File: config.mk
export PLATFORM = sky130hd
export DESIGN_NAME = dcal_seq
export DESIGN_NICKNAME = d
export VERILOG_FILES = /design/src/rtl/dcal_pkg.sv /design/src/rtl/dcal_sar.sv /design/src/rtl/dcal_trim_ram.sv /design/src/rtl/dcal_seq.sv
export SDC_FILE = /design/constraint.sdc
export NUM_CORES = 1
export LEC_CHECK = 0
export BUFFER_PORTS_ARGS = -buffer_cell sky130_fd_sc_hd__buf_2
export CELL_PAD_IN_SITES_DETAIL_PLACEMENT = 0
export CELL_PAD_IN_SITES_GLOBAL_PLACEMENT = 1
export CORE_ASPECT_RATIO = 1.5
export CORE_MARGIN = 2
export CORE_UTILIZATION = 46
export CTS_CLUSTER_SIZE = 10
export DETAILED_ROUTE_END_ITERATION = 7
export HOLD_SLACK_MARGIN = 0.02
export PLACE_DENSITY = 0.81
export SETUP_SLACK_MARGIN = 0.4
export SLEW_MARGIN = 10
export SYNTH_ARGS = -nofsm -noshare
export SYNTH_HDL_FRONTEND = slang
export SYNTH_SLANG_ARGS = --single-unit
File: constraint.sdc
create_clock -name clk -period 6.9 [get_ports clk]
set_input_delay 0.69 -clock clk [delete_from_list [all_inputs] [get_ports clk]]
set_output_delay 0.69 -clock clk [all_outputs]
set_load 0.05 [all_outputs]
File: src/rtl/dcal_pkg.sv
package dcal_pkg;
  typedef enum logic [1:0] {
    ST_IDLE = 2'd0,
    ST_ZERO = 2'd1,
    ST_XFER = 2'd2,
    ST_CAL  = 2'd3
  } seq_st_e;
endpackage

File: src/rtl/dcal_sar.sv
// Successive-approximation search engine, one comparator sample per bit.
module dcal_sar #(
  parameter int TRIM_W = 8
) (
  input  logic              clk,
  input  logic              rst_n,
  input  logic              load,
  input  logic              run,
  input  logic              cmp_hi,
  output logic [TRIM_W-1:0] trial,
  output logic              done,
  output logic [TRIM_W-1:0] result
);
  localparam logic [TRIM_W-1:0] TOP_BIT = TRIM_W'(1) << (TRIM_W - 1);

  logic [TRIM_W-1:0] mask;

  // bit under test is dropped when the comparator says the output is high
  assign result = cmp_hi ? (trial & ~mask) : trial;
  assign done   = run && mask[0];

  always_ff @(posedge clk or negedge rst_n) begin
    if (!rst_n) begin
      trial <= '0;
      mask  <= '0;
    end else if (load) begin
      trial <= TOP_BIT;
      mask  <= TOP_BIT;
    end else if (run && !mask[0] && (mask != '0)) begin
      trial <= result | (mask >> 1);
      mask  <= mask >> 1;
    end
  end
endmodule

File: src/rtl/dcal_trim_ram.sv
// Correction word storage, one word per upper-code segment.
module dcal_trim_ram #(
  parameter int SEG_W  = 6,
  parameter int TRIM_W = 8
) (
  input  logic              clk,
  input  logic              rst_n,
  input  logic              wr_en,
  input  logic [SEG_W-1:0]  wr_addr,
  input  logic [TRIM_W-1:0] wr_data,
  input  logic [SEG_W-1:0]  rd_addr,
  output logic [TRIM_W-1:0] rd_data
);
  localparam int ENTRIES = 1 << SEG_W;

  logic [TRIM_W-1:0] words [ENTRIES];

  for (genvar gi = 0; gi < ENTRIES; gi++) begin : g_word
    always_ff @(posedge clk or negedge rst_n) begin
      if (!rst_n)
        words[gi] <= '0;
      else if (wr_en && (wr_addr == SEG_W'(gi)))
        words[gi] <= wr_data;
    end
  end

  assign rd_data = words[rd_addr];
endmodule

File: src/rtl/dcal_seq.sv
module dcal_seq
  import dcal_pkg::*;
#(
  parameter int CODE_W = 16,
  parameter int SEG_W  = 6,
  parameter int TRIM_W = 8
) (
  input  logic              clk,
  input  logic              rst_n,
  input  logic              cal_start_n,
  input  logic              bipolar_sel,
  input  logic              cmp_hi,
  input  logic              in_valid,
  output logic              in_ready,
  input  logic [CODE_W-1:0] in_code,
  output logic [CODE_W-1:0] main_code,
  output logic              extra_lsb,
  output logic [TRIM_W-1:0] xfer_code,
  output logic [TRIM_W-1:0] cal_code,
  output logic              mux_low,
  output logic              cal_ok
);
  localparam int                SHIFT   = CODE_W - SEG_W;
  localparam logic [SEG_W-1:0]  LAST_K  = {SEG_W{1'b1}};
  localparam logic [CODE_W-1:0] MID_PT  = CODE_W'(1) << (CODE_W - 1);

  seq_st_e           state;
  logic [SEG_W-1:0]  seg_k;
  logic              start_q;
  logic              fault;
  logic [CODE_W-1:0] norm_main;
  logic [TRIM_W-1:0] xfer_hold;

  logic              start_req;
  logic              busy;
  logic              sar_load;
  logic              sar_done;
  logic [TRIM_W-1:0] sar_trial;
  logic [TRIM_W-1:0] sar_res;
  logic              res_oor;
  logic              last_done;
  logic              ram_we;
  logic [SEG_W-1:0]  ram_waddr;
  logic [TRIM_W-1:0] ram_rd;
  logic [CODE_W-1:0] seg_base;
  logic [CODE_W-1:0] seq_main;

  assign start_req = start_q && !cal_start_n;
  assign busy      = (state != ST_IDLE);
  assign res_oor   = (sar_res == '0) || (sar_res == '1);
  assign last_done = sar_done && (state == ST_CAL) && (seg_k == LAST_K);
  assign sar_load  = start_req || (sar_done && !last_done);
  assign ram_we    = sar_done && !start_req && ((state == ST_ZERO) || (state == ST_CAL));
  assign ram_waddr = (state == ST_ZERO) ? '0 : seg_k;
  assign seg_base  = {seg_k, {SHIFT{1'b0}}};

  always_comb begin
    unique case (state)
      ST_ZERO: seq_main = bipolar_sel ? MID_PT : '0;
      ST_XFER: seq_main = seg_base - CODE_W'(1);
      ST_CAL:  seq_main = seg_base;
      default: seq_main = norm_main;
    endcase
  end

  dcal_sar #(.TRIM_W(TRIM_W)) u_sar (
    .clk    (clk),
    .rst_n  (rst_n),
    .load   (sar_load),
    .run    (busy),
    .cmp_hi (cmp_hi),
    .trial  (sar_trial),
    .done   (sar_done),
    .result (sar_res)
  );

  dcal_trim_ram #(.SEG_W(SEG_W), .TRIM_W(TRIM_W)) u_ram (
    .clk     (clk),
    .rst_n   (rst_n),
    .wr_en   (ram_we),
    .wr_addr (ram_waddr),
    .wr_data (sar_res),
    .rd_addr (norm_main[CODE_W-1 -: SEG_W]),
    .rd_data (ram_rd)
  );

  always_ff @(posedge clk or negedge rst_n) begin
    if (!rst_n) begin
      state     <= ST_IDLE;
      seg_k     <= '0;
      start_q   <= 1'b1;
      fault     <= 1'b0;
      cal_ok    <= 1'b0;
      norm_main <= '0;
      xfer_hold <= '0;
    end else begin
      start_q <= cal_start_n;
      if (start_req) begin
        state  <= ST_ZERO;
        seg_k  <= SEG_W'(1);
        fault  <= 1'b0;
        cal_ok <= 1'b0;
      end else begin
        unique case (state)
          ST_IDLE: begin
            if (in_valid) norm_main <= in_code;
          end
          ST_ZERO: begin
            if (sar_done) begin
              fault <= fault | res_oor;
              state <= ST_XFER;
            end
          end
          ST_XFER: begin
            if (sar_done) begin
              xfer_hold <= sar_res;
              fault     <= fault | res_oor;
              state     <= ST_CAL;
            end
          end
          ST_CAL: begin
            if (sar_done) begin
              if (seg_k == LAST_K) begin
                state  <= ST_IDLE;
                cal_ok <= !(fault | res_oor);
              end else begin
                fault <= fault | res_oor;
                seg_k <= seg_k + SEG_W'(1);
                state <= ST_XFER;
              end
            end
          end
          default: state <= ST_IDLE;
        endcase
      end
    end
  end

  assign in_ready  = !busy;
  assign mux_low   = busy;
  assign extra_lsb = (state == ST_XFER);
  assign main_code = seq_main;
  assign xfer_code = (state == ST_XFER) ? sar_trial : xfer_hold;
  assign cal_code  = ((state == ST_ZERO) || (state == ST_CAL)) ? sar_trial : ram_rd;
endmodule

==> results.md, run 1 <==
- Outcome: completed
- Core ar.: around 56000 um2
- Largest family of logic cells by synthesized area: multiplexers
- Crit Path Max Fanout: roughly 100
- Post-Synth XOR/XNOR Area: 0.00268
- DR DRC count: 0
- Vias per Instance: between 5 and 6
- Pre-CTS WS: roughly 2.6 ns
- Synth async-reset ratio: 1.00
- First-pass GRT wire length: around 110000 um
- GRT Resource Usage Total: 0.251
- Yosys top cell area share: 0.538
- Worst setup SP type: flip-flop
- DR iter-0 viols: approximately 1400
- Final cycle utilization of the critical path: 0.715
- Initial antenna violation count: 1
- Flip-flop and latch count after synthesis: 563
- Clock Latency Late Sink: a little under 0.6 ns
- Hold buffer count at cts: 0
- Ant diodes: 0
- Full die area: just under 60000 um2
- Post-synthesis sequential area ratio: 0.539
- Final std cells w/o fill: about 2900
- Deepest clock path buffer count: 3
- Height of the die: between 200 and 300 um
- Detail Placement HPWL: between 40000 and 50000 um
- Drt first pass iters: 5
- Peak VDD IR: between 0.0003 and 0.0004 V
- Netlist Area Pre-Place: 26100 um2
- Max cap viols: 0
- Synth Instances: between 2000 and 2500
- Final nets: 2155
- Worst Max-Slew Pin Slew: around 1.3 ns
- Fin worst setup slack: between 1.5 and 2 ns
- Routability congestion estimate from global placement: about 0.84
- Die Wd: a little under 200 um
- Row cnt: 107
- Placed cells: ~2800
- Final min period: approximately 4.9 ns
- Placed cell areas: roughly 27000 um2
- H-tree depth: 3
- Fin area: 28600 um2
- Final wirelength: 71300 um
- P_leak: approximately 0.013 uW
- Power, Total: between 9000 and 10000 uW
- CTS Buf Count: 66
- Worst rel slew slack: 0.142
- Most numerous cell in the Yosys netlist: dfrtp_1
- Largest net degree at the start of global routing: 197
- CP Capture Type: primary output
- Hold Vio Cnt, Final: 0
- Vias in the first global route: between 15000 and 20000
- Synthesis Warnings: 0
- Mapped Avg Cell Area: about 12 um2
- Compound-Gate Fraction of Synth Area: 0.0906
- Total negative setup slack: 0 ns
- Leading area contributor after synthesis: dfrtp_1
- Synth cell types: 67
- WP data required: approximately 6.2 ns
- Ports: 58
- Syn_nets: about 2200
- Synth top cells by count: 562 x dfrtp_1, 368 x nand2_1, 310 x mux2_2
- Routed Antenna Nets: 0
- Mux share of post-synthesis cell area: 0.229
- RSZ-0062 raised after global routing: false
- HP Class: input port to async pin
- Simple-Gate Fraction of Synth Area: 0.0994
- Fmax: just over 200 MHz
- Fill cell count: 4973
- Arrival time at the worst endpoint: 4.24 ns
- Root Buffer: clkbuf_16
- Slew Viols, Final: 0
- Ys flop type: dfrtp_1
- Initial Utilization: 0.463
- Layout cell share with drive strength beyond 1: 0.294
- Layout area overhead: 9.51%
- CTS tree: yes
- Post_cts resized: 0
- Wire per inst: 24.6 um
- Crit Path Class: flip-flop to primary output
- Post-Synth Adder-Cell Area: 0.00287
- Reg clk slew, reported paths: ~0.060 ns
- Port-buffer cells: 57
- Pwr/cell area: about 330 nW/um2
- Final Setup Violations: 0
- CTS sink count: between 500 and 600
- EDFF count, synth: 0
- # Post-CTS Setup Buffers: 0
- Vias: about 17000
- Skew final: between 0.02 and 0.03 ns
- Synth top area cells: dfrtp_1 54%, mux2_2 13%, mux4_2 8.3%
- Global route overflow: 0
worst max-delay path, cell delays in order, from the launching register on:
cell     delay [ns]
dfrtp_4        0.89
buf_12         0.47
mux4_2         0.44
a22oi_1        0.29
nand2_1        0.11
nor3_1         0.61
o21ai_0        0.35
buf_2          0.31
flip-flops by register name, indices dropped and copies added, names as in the netlist:
| register | cells |
|---|---|
| cal_ok | 1 |
| fault | 1 |
| norm_main | 16 |
| seg_k | 6 |
| start_q | 1 |
| state | 2 |
| u_ram.words | 512 |
| u_sar.mask | 8 |
| u_sar.trial | 8 |
| xfer_hold | 8 |
cells by family (layout without fill, tap and decap cells):
kind of cell             Yosys count  after routing
AO/OA/AOI/OAI                    412            412
flip-flops                       563            563
multiplexers                     440            440
XOR/XNOR                           8              8
adder cells (fa/ha/maj)            6              6
AND/OR/NAND/NOR                  538            538
buffers and inverters            189            173
power by group:
group	internal (uW)	switching [uW]	total (uW)
clock network	1740	1320	3060
logic	802	1930	2730
registers	3430	327	3760
total	5980	3570	9550
per-stage QoR:
stage,hold WS (ns),utilization
finish,0.168,0.507
global route,0.225,0.507
CTS,0.205,0.507
detailed placement,0.466,0.475
global placement,0.455,0.475
floorplan,0.394,-
layout by cell type, fill, tap and decap left out, types with 6 or more instances in the layout:
cell type,count
nand4_1,14
mux2_2,310
nor3_1,18
a211oi_1,17
mux4_2,96
dfrtp_1,559
buf_4,21
inv_1,8
o21ai_0,215
buf_2,56
mux2i_1,34
or2_2,6
nor2_1,21
and3_1,6
a2111oi_0,8
ha_1,6
a32oi_1,8
nor2b_1,15
a22oi_1,19
nand2_1,368
clkbuf_1,8
a22o_1,8
or2_1,13
clkbuf_16,67
o22ai_1,32
nand3_1,13
a21oi_1,14
nor2_8,10
o21ai_1,65
a21boi_4,8
nor2_2,22
layer usage:
metal / GRT usage / wire, um
met3: 0.0364 / 3640
met4: 0.124 / 3690
met2: 0.430 / 36400
met1: 0.311 / 27500
met5: 0 / 11
layout make-up:
type / count / area, um2 / area share
Clock buffer: 75 / 1710 / 0.0596
Clock inverter: 6 / 78.8 / 0.00275
Inverter: 9 / 33.8 / 0.00118
Multi-Input combinational cell: 1404 / 11200 / 0.391
Sequential cell: 563 / 14100 / 0.492
Tap cell: 763 / 955 / 0.0333
Timing Repair Buffer: 83 / 553 / 0.0193
final timing paths:
path	from	endpoint	slack (ns)	cells past startpoint
worst max-delay path	norm_main[11]	cal_code[3]	1.97	7
worst min-delay path	rst_n	norm_main[7]	0.17	1
worst max register to register	state[1]	u_ram.words[451]	3.35	6
worst min register to register	u_ram.words[65]	u_ram.words[65]	0.47	2
max in group asynchronous	rst_n	u_ram.words[480]	4.98	2
min in group clk	cal_start_n	start_q	0.22	1
No activity file was read; power rests on OpenSTA's default activity.
==> run 2: changes to the inputs <==
--- a/config.mk
+++ b/config.mk
@@ -14,7 +14,7 @@
 export CTS_CLUSTER_SIZE = 10
 export DETAILED_ROUTE_END_ITERATION = 7
 export HOLD_SLACK_MARGIN = 0.02
-export PLACE_DENSITY = 0.81
+export PLACE_DENSITY = 0.84
 export SETUP_SLACK_MARGIN = 0.4
 export SLEW_MARGIN = 10
 export SYNTH_ARGS = -nofsm -noshare
==> constraint.sdc (replaced) <==
create_clock -name clk -period 3.95 [get_ports clk]
set_input_delay 0.395 -clock clk [delete_from_list [all_inputs] [get_ports clk]]
set_output_delay 0.395 -clock clk [all_outputs]
set_load 0.05 [all_outputs]
==> results.md, run 2 (synthesis gave the netlist of run 1 again) <==
- Outcome: completed
- Final Setup Violations: 0
- Crit Path Class: flip-flop to primary output
- Top sig layer: met4
- Critical path's slowest cell: dfrtp_4
- M1 WL: roughly 27000 um
- Placed cell areas: 27100 um2
- Slew Viols, Final: 0
- Max cap viols: 0
- Core ar.: 56500 um2
- Hold Vio Cnt, Final: 0
- CTS sink count: 563
- Reg clk slew, reported paths: 0.05 ns
- Worst rel slew slack: 0.284
- Layout cell share with drive strength beyond 1: 0.322
- Sequential share of power: 0.367
- Final wirelength: 73100 um
- Power share of the combinational group: 0.326
- Final min period: approximately 3.6 ns
- DR iter-0 viols: about 1400
- Met3 Wirelength: 3520 um
- CP max stage delay: 0.59 ns
- Buf/Inv on CP: 2
- Fmax: around 280 MHz
- P_sw: 6420 uW
- Worst setup SP type: flip-flop
- Core Util, Final: 0.521
- CTS Buf Count: 66
- Peak VDD IR: 0.000415 V
- Internal: roughly 11000 uW
- Total negative setup slack: 0 ns
- Ant diodes: 0
- Initial Utilization: 0.463
- Worst Max-Slew Pin Slew: between 1 and 1.5 ns
- Ports: between 50 and 60
- Vias in the first global route: between 15000 and 20000
- Placed cells: around 2900
- WP data required: ~3.6 ns
- Largest net degree at the start of global routing: 115
- Row cnt: about 110
- Global route overflow: 0
- H-tree depth: 3
- Largest register by flop count: u_ram.words
- Deepest clock path buffer count: 3
- Largest register FFs: 512
- P_leak: about 0.014 uW
- Wire per inst: ~25 um
- WL met2: roughly 37000 um
- Cell family contributing the most delay on the critical path: compound AO/OA/AOI/OAI gates
- Detail Placement HPWL: between 40000 and 50000 um
- Final cycle utilization of the critical path: 0.914
- Initial antenna violation count: 0
- First-pass GRT wire length: around 110000 um
- Crit Path Max Fanout: 37
- DR DRC count: 0
- CTS tree: yes
- HP Class: input port to flip-flop
- Skew final: roughly 0.023 ns
- Top Registers: u_ram.words (512), norm_main (16)
- Vias per Instance: 5.99
- Root Buffer: clkbuf_16
- Fin area: about 29000 um2
- Routability congestion estimate from global placement: a little under 0.9
- Final std cells w/o fill: 2954
- Port-buffer cells: 57
- Height of the die: 296 um
- Sw Ratio: 0.368
- Arrival time at the worst endpoint: between 3 and 4 ns
- Final nets: 2207
- GRT Resource Usage Total: 0.255
- Full die area: a little under 60000 um2
- Clock Latency Late Sink: 0.60 ns
- Layout area overhead: 12.7%
- Pwr/cell area: about 590 nW/um2
- Drt first pass iters: 7
- Die Wd: 199 um
- Clock Power Share: 0.308
- RSZ-0062 raised after global routing: true
- Worst Hold Slack: 0.0340 ns
- Most frequent cells in the layout: 559 x dfrtp_1, 368 x nand2_1, 310 x mux2_2
- Vias: approximately 18000
- Most common cell after layout, fill and taps aside: dfrtp_1
- CP Capture Type: primary output
- Routed Antenna Nets: 0
- CP Cell Sequence: bufbuf_16 > nor2b_1 > a211oi_1 > a2111oi_1 > nor3_2 > o21ai_1 > buf_2
==> run 2: cell count changes in the layout (fill, tap and decap cells not counted), moves of 5 or more <==
cell,change
o21ai_0,-8
mux2i_1,-7
mux2i_4,+6
o22ai_4,+5
a2111oi_0,-6
o21ai_1,+7
o22ai_1,-6
nor3_1,-9
nor3_2,+9
buf_4,+41
a2111oi_1,+6
==> run 2: final timing paths <==
path                                 start               end  slack [ns]  depth (start not counted)
max in group asynchronous            rst_n  u_ram.words[342]        2.37                          3
min in group asynchronous            rst_n      xfer_hold[0]        0.44                          2
hold reg to reg            u_ram.words[72]   u_ram.words[72]        0.47                          2
hold / removal                  in_code[8]      norm_main[8]        0.03                          2
setup / recovery             norm_main[11]       cal_code[2]        0.34                          7
setup reg to reg                  state[1]  u_ram.words[132]        0.75                          6
==> run 2: repair_timing <==
item / CTS / global route
cloned: 1 / 3
setup buffers: 5 / 2
endpoints found under the hold margin: 108 / 0
hold buffers: 4 / 0
pin swaps: 0 / 2
endpoints found under the setup margin: 8 / 8
gates resized for setup: 40 / 30
==> run 2: through the flow <==
stage          total power [uW]  setup slack [ns]
2_1_floorplan              9480             0.721
3_3_place_gp              11500             0.376
3_5_place_dp              11600             0.400
4_1_cts                   17200             0.324
5_1_grt                   18000             0.389
6_report                  17500             0.340
==> run 2: cell type report <==
class | instances | area, um2
Sequential cell | 563 | 14100
Clock inverter | 6 | 67.6
Clock buffer | 74 | 1720
Inverter | 9 | 33.8
Multi-Input combinational cell | 1404 | 11400
Fill cell | 4815 | 27000
Timing Repair Buffer | 135 | 1160
Tap cell | 763 | 955
==> run 2: power by group through the flow <==
stage / registers [uW] / clock network, uW / logic, uW
after global routing: 6420 / 5660 / 5920
after CTS: 6380 / 5440 / 5380
after detailed placement: 6530 / 0 / 5030
final: 6410 / 5370 / 5680
after floorplan: 6230 / 0 / 3260
after global placement: 6520 / 0 / 4990
==> run 2: worst reg2reg max path, delay by kind of cell (launching register included) <==
kind	cells	cell delay, ns
flops	1	0.42
mux	1	0.40
fa+ha+maj	1	0.55
simple gates	4	1.69
==> run 2: layer usage <==
layer,GRT usage,up-vias
li1,-,7698
met1,0.298,9119
met2,0.444,633
met3,0.0370,231
met4,0.154,0
met5,0,-
